`src/rtl/wdt_dual_stage.sv`:
```
module wdt_dual_stage #(
  parameter int LEN_W      = 11,
  parameter int UNIT_TICKS = 512,
  parameter int LEN_RST    = (1 << LEN_W) - 1
) (
  input  logic        clk,
  input  logic        rst_n,
  input  logic        tick,
  input  logic        bus_wr,
  input  logic [7:0]  bus_addr,
  input  logic [31:0] bus_wdata,
  output logic [31:0] bus_rdata,
  output logic        irq,
  output logic        sys_rst
);

  localparam int PW = (UNIT_TICKS > 1) ? $clog2(UNIT_TICKS) : 1;
  localparam logic [PW-1:0] PLAST = PW'(UNIT_TICKS - 1);

  logic             m_en, m_ext, m_irq, m_dual;
  logic [LEN_W-1:0] len_q, ucnt;
  logic [PW-1:0]    presc;
  logic             stage, irq_q;

  logic mode_ok, len_ok, kick, swr, unit_wrap, expire, first_exp, final_exp;
  logic unused_bits;

  assign mode_ok   = bus_wr && bus_addr == 8'h00 && bus_wdata[31:24] == 8'h22;
  assign len_ok    = bus_wr && bus_addr == 8'h04 && bus_wdata[4:0] == 5'h08;
  assign kick      = bus_wr && bus_addr == 8'h08 && bus_wdata[15:0] == 16'h1971;
  assign swr       = bus_wr && bus_addr == 8'h14 && bus_wdata[15:0] == 16'h1209;
  assign unit_wrap = m_en && tick && presc == PLAST;
  assign expire    = unit_wrap && ucnt <= LEN_W'(1) && !kick;
  assign first_exp = expire && m_dual && !stage;
  assign final_exp = expire && !(m_dual && !stage);
  assign unused_bits = ^bus_wdata[23:16];

  always_ff @(posedge clk or negedge rst_n) begin
    if (!rst_n) begin
      {m_en, m_ext, m_irq, m_dual} <= '0;
      len_q   <= LEN_W'(LEN_RST);
      ucnt    <= LEN_W'(LEN_RST);
      presc   <= '0;
      stage   <= 1'b0;
      irq_q   <= 1'b0;
      sys_rst <= 1'b0;
    end else begin
      if (mode_ok) begin
        m_en   <= bus_wdata[0];
        m_ext  <= bus_wdata[2];
        m_irq  <= bus_wdata[3];
        m_dual <= bus_wdata[6];
      end
      if (len_ok) len_q <= bus_wdata[5 +: LEN_W];

      if (!m_en || kick || expire) begin
        presc <= '0;
        ucnt  <= len_q;
      end else if (tick) begin
        if (presc == PLAST) begin
          presc <= '0;
          ucnt  <= ucnt - 1'b1;
        end else begin
          presc <= presc + 1'b1;
        end
      end

      if (!m_en || kick || final_exp) begin
        stage <= 1'b0;
        irq_q <= 1'b0;
      end else if (first_exp) begin
        stage <= 1'b1;
        irq_q <= 1'b1;
      end

      sys_rst <= !sys_rst && ((final_exp && m_ext) || swr);
    end
  end

  assign irq = irq_q && m_irq;

  always_comb begin
    case (bus_addr)
      8'h00:   bus_rdata = {25'd0, m_dual, 2'b00, m_irq, m_ext, 1'b0, m_en};
      8'h04:   bus_rdata = 32'(len_q) << 5;
      default: bus_rdata = '0;
    endcase
  end

  a_r2_bad_mode_key: assert property (@(posedge clk) disable iff (!rst_n)
    (bus_wr && bus_addr == 8'h00 && bus_wdata[31:24] != 8'h22)
      |=> $stable({m_en, m_ext, m_irq, m_dual}));

  a_r3_bad_len_key: assert property (@(posedge clk) disable iff (!rst_n)
    (bus_wr && bus_addr == 8'h04 && bus_wdata[4:0] != 5'h08) |=> $stable(len_q));

  a_r6_kick_drops_irq: assert property (@(posedge clk) disable iff (!rst_n)
    (bus_wr && bus_addr == 8'h08 && bus_wdata[15:0] == 16'h1971) |=> !irq);

  a_r9_soft_reset: assert property (@(posedge clk) disable iff (!rst_n)
    (bus_wr && bus_addr == 8'h14 && bus_wdata[15:0] == 16'h1209 && !sys_rst) |=> sys_rst);

  a_r10_single_pulse: assert property (@(posedge clk) disable iff (!rst_n)
    sys_rst |=> !sys_rst);

  a_r11_halted_quiet: assert property (@(posedge clk) disable iff (!rst_n)
    (!m_en && !(bus_wr && bus_addr == 8'h14 && bus_wdata[15:0] == 16'h1209))
      |=> (!sys_rst && !irq));

endmodule

```
`config.mk`:
```
export PLATFORM = sky130hd
export DESIGN_NAME = wdt_dual_stage
export DESIGN_NICKNAME = d
export VERILOG_FILES = /design/src/rtl/wdt_dual_stage.sv
export SDC_FILE = /design/constraint.sdc
export NUM_CORES = 1
export LEC_CHECK = 0
export ABC_AREA = 0
export BUFFER_PORTS_ARGS = -buffer_cell sky130_fd_sc_hd__buf_4
export CAP_MARGIN = 20
export CORE_UTILIZATION = 46
export CTS_CLUSTER_DIAMETER = 30
export DETAILED_ROUTE_END_ITERATION = 8
export HOLD_SLACK_MARGIN = 0.15
export PLACE_DENSITY = 0.77
export SETUP_SLACK_MARGIN = 0.15
export SYNTH_ARGS = -nofsm -noshare
export SYNTH_HDL_FRONTEND = slang
export SYNTH_SLANG_ARGS = --single-unit
```
`constraint.sdc`:
```
create_clock -name clk -period 2.7 [get_ports clk]
set_clock_uncertainty 0.15 [all_clocks]
set_input_delay 0.54 -clock clk [delete_from_list [all_inputs] [get_ports clk]]
set_output_delay 0.54 -clock clk [all_outputs]
set_load 0.05 [all_outputs]
```
======== After elaboration in Yosys (flattened, before gate mapping) ========
Cells that the tools add are included.
Widths: inputs -> output; s select.
word-level totals
  RAM bits ................................ 0
  input bits .............................. 44
  ROM bits ................................ 0
  bits in latches ......................... 0
  bits in registers ....................... 37
  memories kept ........................... 0
cells by class
  $lt $le $gt $ge ......................... 1
  shift operators ......................... 0
  divide/modulo/power cells ............... 0
  equality and inequality tests ........... 8
  bitwise operators ....................... 0
  multiply operators ...................... 0
  $add $sub $neg .......................... 2
  multiplexer cells ....................... 9
  reduce and logical (&&, ||, !) cells .... 33
operators by type and width
  kind                   count
  $mux 11                3
  $eq 16x13->1 const B   2
  $pmux 16 s2            1
  $mux 9                 3
  $logic_and 1x1->1      19
  $le 11x1->1 const B    1
  $sub 11x1->11 const B  1
  $add 9x1->9 const B    1
  $eq 9x9->1 const B     1
  $eq 8x3->1 const B     1
  $eq 8x4->1 const B     1
  $eq 8x5->1 const B     1
  $eq 8x6->1 const B     1
  $logic_not 8->1        1
  $reduce_bool 2->1      3
  $eq 5x4->1 const B     1
  $logic_not 1->1        5
  $logic_or 1x1->1       4
  $mux 1                 2
  $reduce_and 2->1       1

======== Longest topological paths before layout ========
Gate-level depths: netlist of the first run.
  depth after elaboration ................. 9
  mapped depth ............................ 13
  gate-level depth less buffers ........... 10

======== Worst setup path after synthesis of the first run ========
No wires, ideal clock.
  path type ............................... register to register
  start point ............................. register presc[0]
  end point ............................... register ucnt[1]
  stages on the path, launching flop included .. 14
  required time ........................... 2468 ps
  data arrival time ....................... 2585 ps
  setup slack ............................. -117 ps
  clock period less this slack ............ 2817 ps
  cells stage by stage .................... dfrtp_1 -> ha_1 -> nand3_1 -> nor2_1 -> and3_1 -> ha_1 -> buf_4 -> nand2_4 -> nor4_2 -> o2111ai_1 -> nand2b_1 -> buf_6 -> buf_12 -> mux2_4
between the ends
  word-level cells in the longest chain between the ends .. 7
RTL lines
  item                            line    source
  from (decl)                     22      logic [PW-1:0] presc;
  from (signal assigned)          64      presc <= presc + 1'b1;
  $eq 9x9->1 *                    32, 60
  $logic_and 1x1->1               32      assign unit_wrap = m_en && tick && presc == PLAST;
  $logic_and 1x1->1 (2 in a row)  33      assign expire = unit_wrap && ucnt <= LEN_W'(1) && !kick;
  $logic_or 1x1->1                56      if (!m_en || kick || expire) begin
  $reduce_bool 2->1 (no line)     n/a
  $reduce_and 2->1 (no line)      n/a
  to (signal assigned)            42      ucnt <= LEN_W'(LEN_RST);
  to (signal assigned)            58      ucnt <= len_q;
  to (signal assigned)            62      ucnt <= ucnt - 1'b1;
  to (decl)                       21      logic [LEN_W-1:0] len_q, ucnt;
Mark *: on every way between the ends. The rest lies on a longest branch, timed or not.
A chain may end at the register's enable or synchronous reset.

======== Worst setup path after layout of the first run ========
  start point ............................. register presc[0]
  end point ............................... register ucnt[3]
Same word-level chain as after synthesis.

==> results of run 1 <==
[repair_timing]
action,4_1_cts,5_1_grt
endpoints found under the setup margin,11,11
gates resized for setup,7,16
endpoints found under the hold margin,15,0
buffers inserted,9,4
hold buffers,1,0
pin swaps,1,6
cloned,1,0
[how the worst max path moves through the flow]
| stage | start | to | slack, ns | cells after the start |
|---|---|---|---|---|
| 3_5_place_dp | presc[1] | ucnt[6] | 0.04 | 11 |
| 5_1_grt | presc[1] | ucnt[2] | -0.02 | 12 |
| 2_1_floorplan | presc[0] | ucnt[1] | 0.05 | 13 |
| 6_report | presc[0] | ucnt[3] | 0.08 | 12 |
| 3_3_place_gp | presc[1] | ucnt[2] | 0.11 | 11 |
| 4_1_cts | presc[0] | ucnt[9] | 0.15 | 11 |
[through the flow]
step	hold slack, ns	setup slack [ns]
finish	0.343	0.0848
global placement	0.358	0.108
detailed placement	0.372	0.0366
global route	0.339	-0.0163
floorplan	0.0944	0.0525
CTS	0.337	0.154
[cell families (layout without fill, tap and decap cells)]
group                    count (synthesis)  count (layout)  share of synthesized area, %
buffers and inverters                   30              87                          9.04
flip-flops                              37              37                          40.5
AO/OA/AOI/OAI                           18              18                          6.11
other                                    1              18                         0.159
XOR/XNOR                                10              10                          3.72
AND/OR/NAND/NOR                         87              87                          23.3
multiplexers                            31              31                          15.0
adder cells (fa/ha/maj)                  4               4                          2.13
[critical path, cell delays in order, from the launching register on]
cell,delay [ns]
dfrtp_1,0.41
ha_4,0.17
nand3_4,0.09
nor2_4,0.10
and3_4,0.20
ha_4,0.14
nand2_4,0.07
nor4_4,0.30
o2111ai_2,0.24
nand2b_4,0.15
buf_12,0.11
buf_16,0.11
mux2_4,0.29
[per-layer routing]
layer	part of all wire (%)	wire [µm]	vias up	global-route usage (%)
met5	0	0	-	0
met1	44	2290	916	25.0
met4	1.2	64	0	6.20
met3	3.6	185	7	3.70
met2	51	2640	51	35.6
li1	-	-	881	-
[cell usage after synthesis, types with 2 or more instances]
master / number
a21oi_1: 8
a2bb2oi_1: 2
and2_1: 14
and3_1: 3
buf_4: 20
clkbuf_1: 3
dfrtp_1: 15
dfstp_2: 22
ha_1: 4
inv_1: 4
mux2_1: 2
mux2_2: 21
mux2_4: 3
mux2i_1: 5
nand2_1: 7
nand2b_1: 2
nand3_1: 7
nand3b_1: 3
nand4_1: 4
nand4b_1: 3
nor2_1: 16
nor2b_1: 5
nor3_1: 6
nor3b_1: 3
nor4_1: 3
nor4b_2: 3
o2111ai_1: 2
xnor2_1: 8
xor2_1: 2
[layout make-up]
class / count / area, µm²
Inverter: 4 / 15.0
Fill cell: 383 / 1650
Clock buffer: 5 / 68.8
Timing Repair Buffer: 75 / 626
Sequential cell: 37 / 953
Tap cell: 67 / 83.8
Multi-Input combinational cell: 168 / 1380
Clock inverter: 3 / 43.8
[registers in the layout (all words and copies together) (netlist names)]
name     flops
m_dual       1
sys_rst      1
presc        9
len_q       11
m_ext        1
stage        1
m_irq        1
m_en         1
ucnt        11
[layout by cell type (no fill, tap or decap), types with 2 or more instances in the layout]
cell / netlist / layout
nand2_1: 7 / 7
nor4_1: 3 / 2
ha_4: 0 / 2
nor3b_1: 3 / 3
xor2_1: 2 / 2
nor3_1: 6 / 6
inv_1: 4 / 4
nor2_1: 16 / 15
buf_4: 20 / 67
nor2b_1: 5 / 5
buf_12: 1 / 2
nand4b_1: 3 / 3
dfrtp_1: 15 / 15
nor4b_2: 3 / 3
nand3b_1: 3 / 3
ha_1: 4 / 2
nand3_2: 0 / 2
conb_1: 1 / 18
a2bb2oi_1: 2 / 2
buf_6: 1 / 4
mux2_2: 21 / 15
mux2i_1: 5 / 5
mux2_4: 3 / 11
nand4_1: 4 / 4
clkbuf_8: 0 / 5
dfstp_2: 22 / 22
xnor2_1: 8 / 7
and3_1: 3 / 2
and2_1: 14 / 14
a21oi_1: 8 / 8
nand3_1: 7 / 4
[where the power goes]
group,switching [mW],internal (mW),total [mW]
registers,0.000817,0.557,0.558
clock network,0.207,0.277,0.484
logic,0.0928,0.0440,0.137
==> flow_summary.json, run 1 <==
{
  "syn_area_mm2": 0.00235,
  "finalSetupViolCount": 0,
  "avgSynthCellArea_um2": 10.8,
  "vias": 1855,
  "boundaryPins": 78,
  "drt_wl_total_um": 5180,
  "row_count": 25,
  "r2r_cells": 12,
  "cp.required_ns": 2.77,
  "initial_core_util_pct": 48.9,
  "clockRootBuffer": "clkbuf_8",
  "yosys.area.top_type_share_pct": 24.6,
  "hold_viol": 0,
  "netlist_instances": 218,
  "outcome": "completed",
  "regToRegEndpoint": "ucnt[3]",
  "synth-warning-count": 0,
  "async_flop_share_pct": 100,
  "tns_ns": 0,
  "clkLatencyLatePin_ns": 0.29,
  "nets": 339,
  "crit_path_end_kind": "flop",
  "grt_antenna_before_repair": 0,
  "max-cap-violations": 0,
  "synth-edff-count": 0,
  "placed_cells": 336,
  "drtPass1Iterations": 4,
  "hp-class": "in2reg",
  "cts.clk_slew.worst_paths_ns": 0.08,
  "final_util_pct": 65.8,
  "die_height_um": 73.5,
  "numPortBuffers": 51,
  "final_area_mm2": 0.00317,
  "hold_start": "bus_wdata[12]",
  "h-tree-depth": 2,
  "ys_ff_latch": 37,
  "grt_pass1_vias": 1877,
  "yosysUniqueCellTypes": 47,
  "post-route-period-util_pct": 96.9,
  "yosysSeqAreaShare_pct": 40.5,
  "maxSlewHeadroom_pct": 56.8,
  "timing.fmax_mhz": 382,
  "cts_tree": "built",
  "p_leak_nw": 1.45,
  "yosysTopAreaCell": "dfstp_2",
  "worstSetupStartpointType": "flop",
  "track_usage_pct": 20.2,
  "cts_buffers": 5,
  "design.die.area_mm2": 0.00541,
  "whs_path_depth": 2,
  "worstSetupPathType": "reg2reg",
  "stdcell_count": 359,
  "ff2ff_setup_slack_ns": 0.08,
  "place_area_mm2": 0.00280,
  "peakVddDrop_uv": 290,
  "synth_flop_cell": "dfstp_2",
  "area_growth_pct": 34.6,
  "rsz0062_at_grt": "yes",
  "clock_path_buffers": 2,
  "place.gp.congestion": 0.817,
  "period_minus_slack_ns": 2.62,
  "powerDensity_mw_per_mm2": 372,
  "drtIter0Drc": 46,
  "hpwlAfterDp_um": 3630,
  "whs_endpoint": "len_q[7]",
  "grt_max_degree": 38,
  "num_antenna_cells": 0,
  "cts.sinks": 37,
  "avgRoutedWirePerCell_um": 14.4,
  "worstPathMaxFanout": 5,
  "reg2reg_from": "presc[0]",
  "cp_data_arrival_time_ns": 2.68,
  "die_w_um": 73.5,
  "drive_above_1_share_pct": 51.0,
  "drc_errors": 0,
  "grt_pass1_wl_um": 8270,
  "finalPower_mw": 1.18,
  "postRouteAntennaNets": 0,
  "worst_pin_slew_ns": 0.642,
  "grt-ovfl-total": 0,
  "slew_viol_final": 0,
  "synth.area.top_cells": "dfstp_2 (25%), dfrtp_1 (16%), mux2_2 (10%)",
  "routed_via_density": 5.17,
  "core_mm2": 0.00482
}
(Power assumes the default switching activity.)
==> run 2, diff against run 1 <==
--- a/config.mk
+++ b/config.mk
@@ -8,11 +8,11 @@
 export ABC_AREA = 0
 export BUFFER_PORTS_ARGS = -buffer_cell sky130_fd_sc_hd__buf_4
 export CAP_MARGIN = 20
-export CORE_UTILIZATION = 46
+export CORE_UTILIZATION = 45
 export CTS_CLUSTER_DIAMETER = 30
 export DETAILED_ROUTE_END_ITERATION = 8
 export HOLD_SLACK_MARGIN = 0.15
-export PLACE_DENSITY = 0.77
+export PLACE_DENSITY = 0.75
 export SETUP_SLACK_MARGIN = 0.15
 export SYNTH_ARGS = -nofsm -noshare
 export SYNTH_HDL_FRONTEND = slang
==> run 2 against run 1 <==
Net effect: fmax up 1.9%; setup slack better by 0.050 ns; cell area decreased by 2.7%; utilization decreased by 2.6 points; count of clock-buffer cells in the layout is the same; largest cell class unchanged.
==> flow_summary.json, run 2 (synthesized netlist as in run 1, its figures left out) <==
{
  "place_area_mm2": 0.00280,
  "grt_max_degree": 38,
  "routed_via_density": 5.09,
  "numPortBuffers": 51,
  "worstSetupPathType": "reg2reg",
  "hpwlAfterDp_um": 3420,
  "fin_ws_ns": 0.134,
  "drc_errors": 0,
  "worstPathMaxFanout": 5,
  "h-tree-depth": 2,
  "layout_commonest_cell": "buf_4",
  "hp-class": "in2reg",
  "finalSetupViolCount": 0,
  "clock_path_buffers": 2,
  "die_w_um": 74.3,
  "pre_cts_slack_ns": 0.0386,
  "placed_cells": 336,
  "outcome": "completed",
  "postRouteAntennaNets": 0,
  "design.die.area_mm2": 0.00552,
  "row_count": 25,
  "cp_data_arrival_time_ns": 2.63,
  "stdcell_count": 358,
  "slew_viol_final": 0,
  "worstSetupStartpointType": "flop",
  "clockRootBuffer": "clkbuf_8",
  "die_height_um": 74.3,
  "clkLatencyLatePin_ns": 0.29,
  "grt-ovfl-total": 0,
  "rsz0062_at_grt": "yes",
  "post-route-period-util_pct": 95.0,
  "powerDensity_mw_per_mm2": 353,
  "area_growth_pct": 30.9,
  "place.gp.congestion": 0.818,
  "mostFrequentLayoutCells": "buf_4 (70), dfstp_2 (22), mux2_2 (18), conb_1 (18)",
  "max-cap-violations": 0,
  "drive_above_1_share_pct": 49.8,
  "cp.required_ns": 2.77,
  "boundaryPins": 78,
  "timing.fmax_mhz": 390,
  "nets": 338,
  "p_leak_nw": 1.40,
  "peakVddDrop_uv": 259,
  "nFillCells": 411,
  "track_usage_pct": 18.1,
  "cts_tree": "built",
  "crit_path_end_kind": "flop",
  "vias": 1822,
  "hold_viol": 0,
  "cts_buffers": 5,
  "period_minus_slack_ns": 2.57,
  "drt_wl_total_um": 4970,
  "drtPass1Iterations": 4,
  "num_antenna_cells": 0,
  "grt_pass1_wl_um": 7600,
  "grt_pass1_vias": 1606,
  "grt_antenna_before_repair": 0,
  "drtIter0Drc": 74,
  "avgRoutedWirePerCell_um": 13.9,
  "largestRegisters": "len_q x11, ucnt x11, presc x9",
  "final_area_mm2": 0.00308,
  "initial_core_util_pct": 48.2,
  "cts.sinks": 37,
  "tns_ns": 0,
  "core_mm2": 0.00488,
  "cts.clk_slew.worst_paths_ns": 0.08
}
==> run 2: worst paths after layout <==
kind                       cells past startpoint  slack (ns)          start       end
max                                           11        0.13       presc[1]  ucnt[10]
min                                            2        0.35  bus_wdata[12]  len_q[7]
max reg2reg                                   11        0.13       presc[1]  ucnt[10]
min reg2reg                                    1        0.38          m_irq     m_irq
max in group asynchronous                      2        1.45          rst_n   ucnt[5]
min in group asynchronous                      2        0.59          rst_n  presc[4]
==> run 2: cell type report <==
cell class	count	area, µm²	area share [%]
multi-input cells	168	1350	43.8
flip-flops and latches	37	953	30.9
repair buffers	74	592	19.2
well taps	67	83.8	2.72
clock buffers	5	68.8	2.23
clock inverters	3	20.0	0.650
inverters	4	15.0	0.487
==> run 2: critical path: stages, from the launching register on <==
cell	delay [ns]
dfrtp_1	0.40
ha_4	0.17
nand3_4	0.09
nor2_4	0.12
and3_4	0.20
ha_4	0.14
nand2_4	0.07
nor4_4	0.29
o2111ai_2	0.23
nand2b_4	0.17
clkbuf_16	0.17
mux2_4	0.30
==> run 2: power breakdown <==
group / switching (mW) / internal (mW) / total [mW]
combinational: 0.0928 / 0.0442 / 0.137
clock: 0.209 / 0.184 / 0.393
sequential: 0.000810 / 0.557 / 0.558
total: 0.302 / 0.785 / 1.09
==> run 2: per-stage QoR <==
step                      total power, mW  utilization, %  hold WS [ns]
after floorplan                     0.661               -        0.0944
after global placement              0.701            57.3         0.358
after detailed placement            0.703            57.3         0.364
after CTS                            1.10            59.9         0.339
after global routing                 1.13            63.2         0.338
final                                1.09            63.2         0.346
==> run 2: repair_timing <==
| action | 4_1_cts | 5_1_grt |
|---|---|---|
| setup buffers | 3 | 9 |
| hold buffers | 1 | 0 |
| endpoints found under the hold margin | 15 | 0 |
| endpoints found under the setup margin | 11 | 11 |
| resized for setup | 2 | 12 |
| cloned | 0 | 1 |
| pin swaps | 2 | 5 |
==> run 2: per-layer routing <==
metal  GRT usage, %  routed length [µm]  up-vias
met2           29.3                2430       60
met1           25.1                2290      867
met5              0                   0        -
met3           3.79                 201        8
li1               -                   -      887
met4           3.98                  57        0
==> run 3, diff against run 2 <==
--- a/config.mk
+++ b/config.mk
@@ -5,14 +5,14 @@
 export SDC_FILE = /design/constraint.sdc
 export NUM_CORES = 1
 export LEC_CHECK = 0
-export ABC_AREA = 0
+export ABC_AREA = 1
 export BUFFER_PORTS_ARGS = -buffer_cell sky130_fd_sc_hd__buf_4
 export CAP_MARGIN = 20
 export CORE_UTILIZATION = 45
 export CTS_CLUSTER_DIAMETER = 30
 export DETAILED_ROUTE_END_ITERATION = 8
 export HOLD_SLACK_MARGIN = 0.15
-export PLACE_DENSITY = 0.75
+export PLACE_DENSITY = 0.73
 export SETUP_SLACK_MARGIN = 0.15
 export SYNTH_ARGS = -nofsm -noshare
 export SYNTH_HDL_FRONTEND = slang
==> run 3 against run 2 <==
Net effect: total power up 7.9%; non-clock buffer count is 14 lower; critical path depth fell by 3; sequential share of layout area fell by 1.7 points; via count is 41% higher; first-iteration DRC count is 34% higher; setup slack improved by 0.16 ns; die area up 15%; synthesized area increased by 16%.
==> flow_summary.json, run 3 <==
{
  "maxSlewHeadroom_pct": 65.7,
  "post-route-period-util_pct": 88.9,
  "p_leak_nw": 1.64,
  "place_area_mm2": 0.00310,
  "nets": 502,
  "synthXorXnorAreaFrac_pct": 1.93,
  "largestRegisters": "len_q x11, ucnt x11, presc x9",
  "core_mm2": 0.00568,
  "crit_end": "bus_rdata[7]",
  "worst_pin_slew_ns": 0.514,
  "hpwlAfterDp_um": 4690,
  "place.gp.congestion": 0.839,
  "max-cap-violations": 0,
  "die_w_um": 79.8,
  "crit_chain": "buf_4, nor2_1, inv_1, nor3_2, nand2_1, buf_4, nor2_1, buf_4",
  "regToRegEndpoint": "presc[4]",
  "syn_area_mm2": 0.00272,
  "vias": 2560,
  "worstSetupStartpointType": "input port",
  "period_minus_slack_ns": 2.40,
  "h-tree-depth": 2,
  "cts_tree": "built",
  "clock_path_buffers": 2,
  "drtIter0Drc": 99,
  "outcome": "completed",
  "hold_viol": 0,
  "finalSetupViolCount": 0,
  "peakVddDrop_uv": 199,
  "drc_errors": 0,
  "drtPass1Iterations": 4,
  "final_util_pct": 57.5,
  "cts_buffers": 5,
  "synth-warning-count": 0,
  "synth-edff-count": 0,
  "crit_path_end_kind": "output pin",
  "cp_data_arrival_time_ns": 1.71,
  "layout_commonest_cell": "nand2_1",
  "nFillCells": 564,
  "final_area_mm2": 0.00326,
  "yosys.area.top_type_share_pct": 21.2,
  "dr_wl_met2_um": 2970,
  "worstPathMaxFanout": 10,
  "synth_flop_cell": "dfstp_2",
  "postRouteAntennaNets": 0,
  "synth_compound_area_share_pct": 7.21,
  "drt-met1-wl_um": 2710,
  "boundaryPins": 78,
  "synth_top_family_by_area": "simple AND/OR/NAND/NOR gates",
  "tns_ns": 0,
  "startpoint": "bus_addr[1]",
  "design.die.area_mm2": 0.00637,
  "multi_input_area_mm2": 0.00141,
  "clockRootBuffer": "clkbuf_8",
  "grt_pass1_vias": 2403,
  "num_antenna_cells": 0,
  "grt_pass1_wl_um": 10400,
  "synth_commonest_cells": "nand2_1 (115), inv_1 (54), nor2_1 (43)",
  "clkLatencyLatePin_ns": 0.29,
  "r2r_cells": 13,
  "cp.required_ns": 2.01,
  "synth_most_common_cell": "nand2_1",
  "synth.area.mux_share_pct": 0,
  "routed_via_density": 4.86,
  "yosysUniqueCellTypes": 38,
  "mostFrequentLayoutCells": "nand2_1 (115), buf_4 (58), inv_1 (54)",
  "area_growth_pct": 19.8,
  "drt_wl_total_um": 6050,
  "reg2reg_from": "presc[1]",
  "track_usage_pct": 21.0,
  "initial_core_util_pct": 48.0,
  "path_common_cell": "buf_4",
  "grt_max_degree": 38,
  "numPortBuffers": 51,
  "critPathSlowestCell": "buf_4",
  "hp-class": "reg2reg",
  "drive_above_1_share_pct": 26.2,
  "cts.sinks": 37,
  "register_area_um2": 953,
  "grt_antenna_before_repair": 0,
  "grt-ovfl-total": 0,
  "rsz0062_at_grt": "no",
  "ff2ff_setup_slack_ns": 0.36,
  "synthSimpleGateAreaFrac_pct": 37.5,
  "ys_ff_latch": 37,
  "synthAdderAreaFrac_pct": 1.84,
  "top_layer": "met4",
  "netlist_instances": 398,
  "route.met3.wl_um": 256,
  "slowest_delay_ns": 0.22,
  "yosysSeqAreaShare_pct": 35.0,
  "powerDensity_mw_per_mm2": 360,
  "async_flop_share_pct": 100,
  "row_count": 27,
  "cts.clk_slew.worst_paths_ns": 0.08,
  "slew_viol_final": 0,
  "synth.area.top_cells": "dfstp_2 (21%), nand2_1 (16%), dfrtp_1 (14%)",
  "worstSetupPathType": "in2out",
  "yosysTopAreaCell": "dfstp_2",
  "avgSynthCellArea_um2": 6.84,
  "avgRoutedWirePerCell_um": 11.5,
  "timing.fmax_mhz": 416,
  "die_height_um": 79.8
}
==> run 3: cell families after synthesis <==
kind of cell,after synthesis
XOR/XNOR,6
AND/OR/NAND/NOR,225
flip-flops,37
other,1
adder cells (fa/ha/maj),4
buffers and inverters,91
AO/OA/AOI/OAI,34
==> run 3: layout make-up <==
cell class / instances / share of cell area, %
Clock inverter: 1 / 0.230
Sequential cell: 37 / 29.2
Tap cell: 72 / 2.76
Timing Repair Buffer: 60 / 14.0
Clock buffer: 7 / 3.30
Multi-Input combinational cell: 287 / 43.2
Inverter: 63 / 7.25
==> run 3: worst min path at each step <==
stage | from | end | depth (start not counted)
6_report | sys_rst | sys_rst | 1
5_1_grt | sys_rst | sys_rst | 1
4_1_cts | sys_rst | sys_rst | 1
3_5_place_dp | sys_rst | sys_rst | 1
3_3_place_gp | sys_rst | sys_rst | 1
2_1_floorplan | rst_n | m_dual | 0
==> run 3: worst max-delay path, delay by kind of cell <==
| family | cells | cell delay [ns] |
|---|---|---|
| buf+inv | 4 | 0.60 |
| simple gates | 4 | 0.56 |
==> run 3: metal layers <==
layer / vias to the layer above / global-route usage [%]
li1: 1324 / -
met1: 1162 / 25.2
met2: 66 / 37.4
met3: 8 / 3.66
met4: 0 / 7.32
met5: - / 0
==> run 3: timing repair <==
action                                 in CTS  in global routing
hold buffers                                1                  0
buffers inserted                            0                  1
setup endpoints to repair                   0                 14
endpoints found under the hold margin      15                  0
gates resized for setup                     0                  6
==> run 3: metrics by stage <==
stage / total power, mW / worst slack, ns / hold WS (ns) / std cells
floorplan: 0.673 / 0.158 / 0.0944 / 415
global placement: 0.712 / 0.324 / 0.276 / 517
detailed placement: 0.714 / 0.240 / 0.281 / 517
CTS: 1.19 / 0.226 / 0.291 / 526
global route: 1.22 / 0.157 / 0.315 / 527
finish: 1.17 / 0.299 / 0.281 / 527
==> run 3: report_power, final <==
part	internal [mW]	leakage, nW	switching (mW)
Combinational	0.0445	1.14	0.103
Clock	0.263	0.0556	0.205
Sequential	0.557	0.437	0.000706
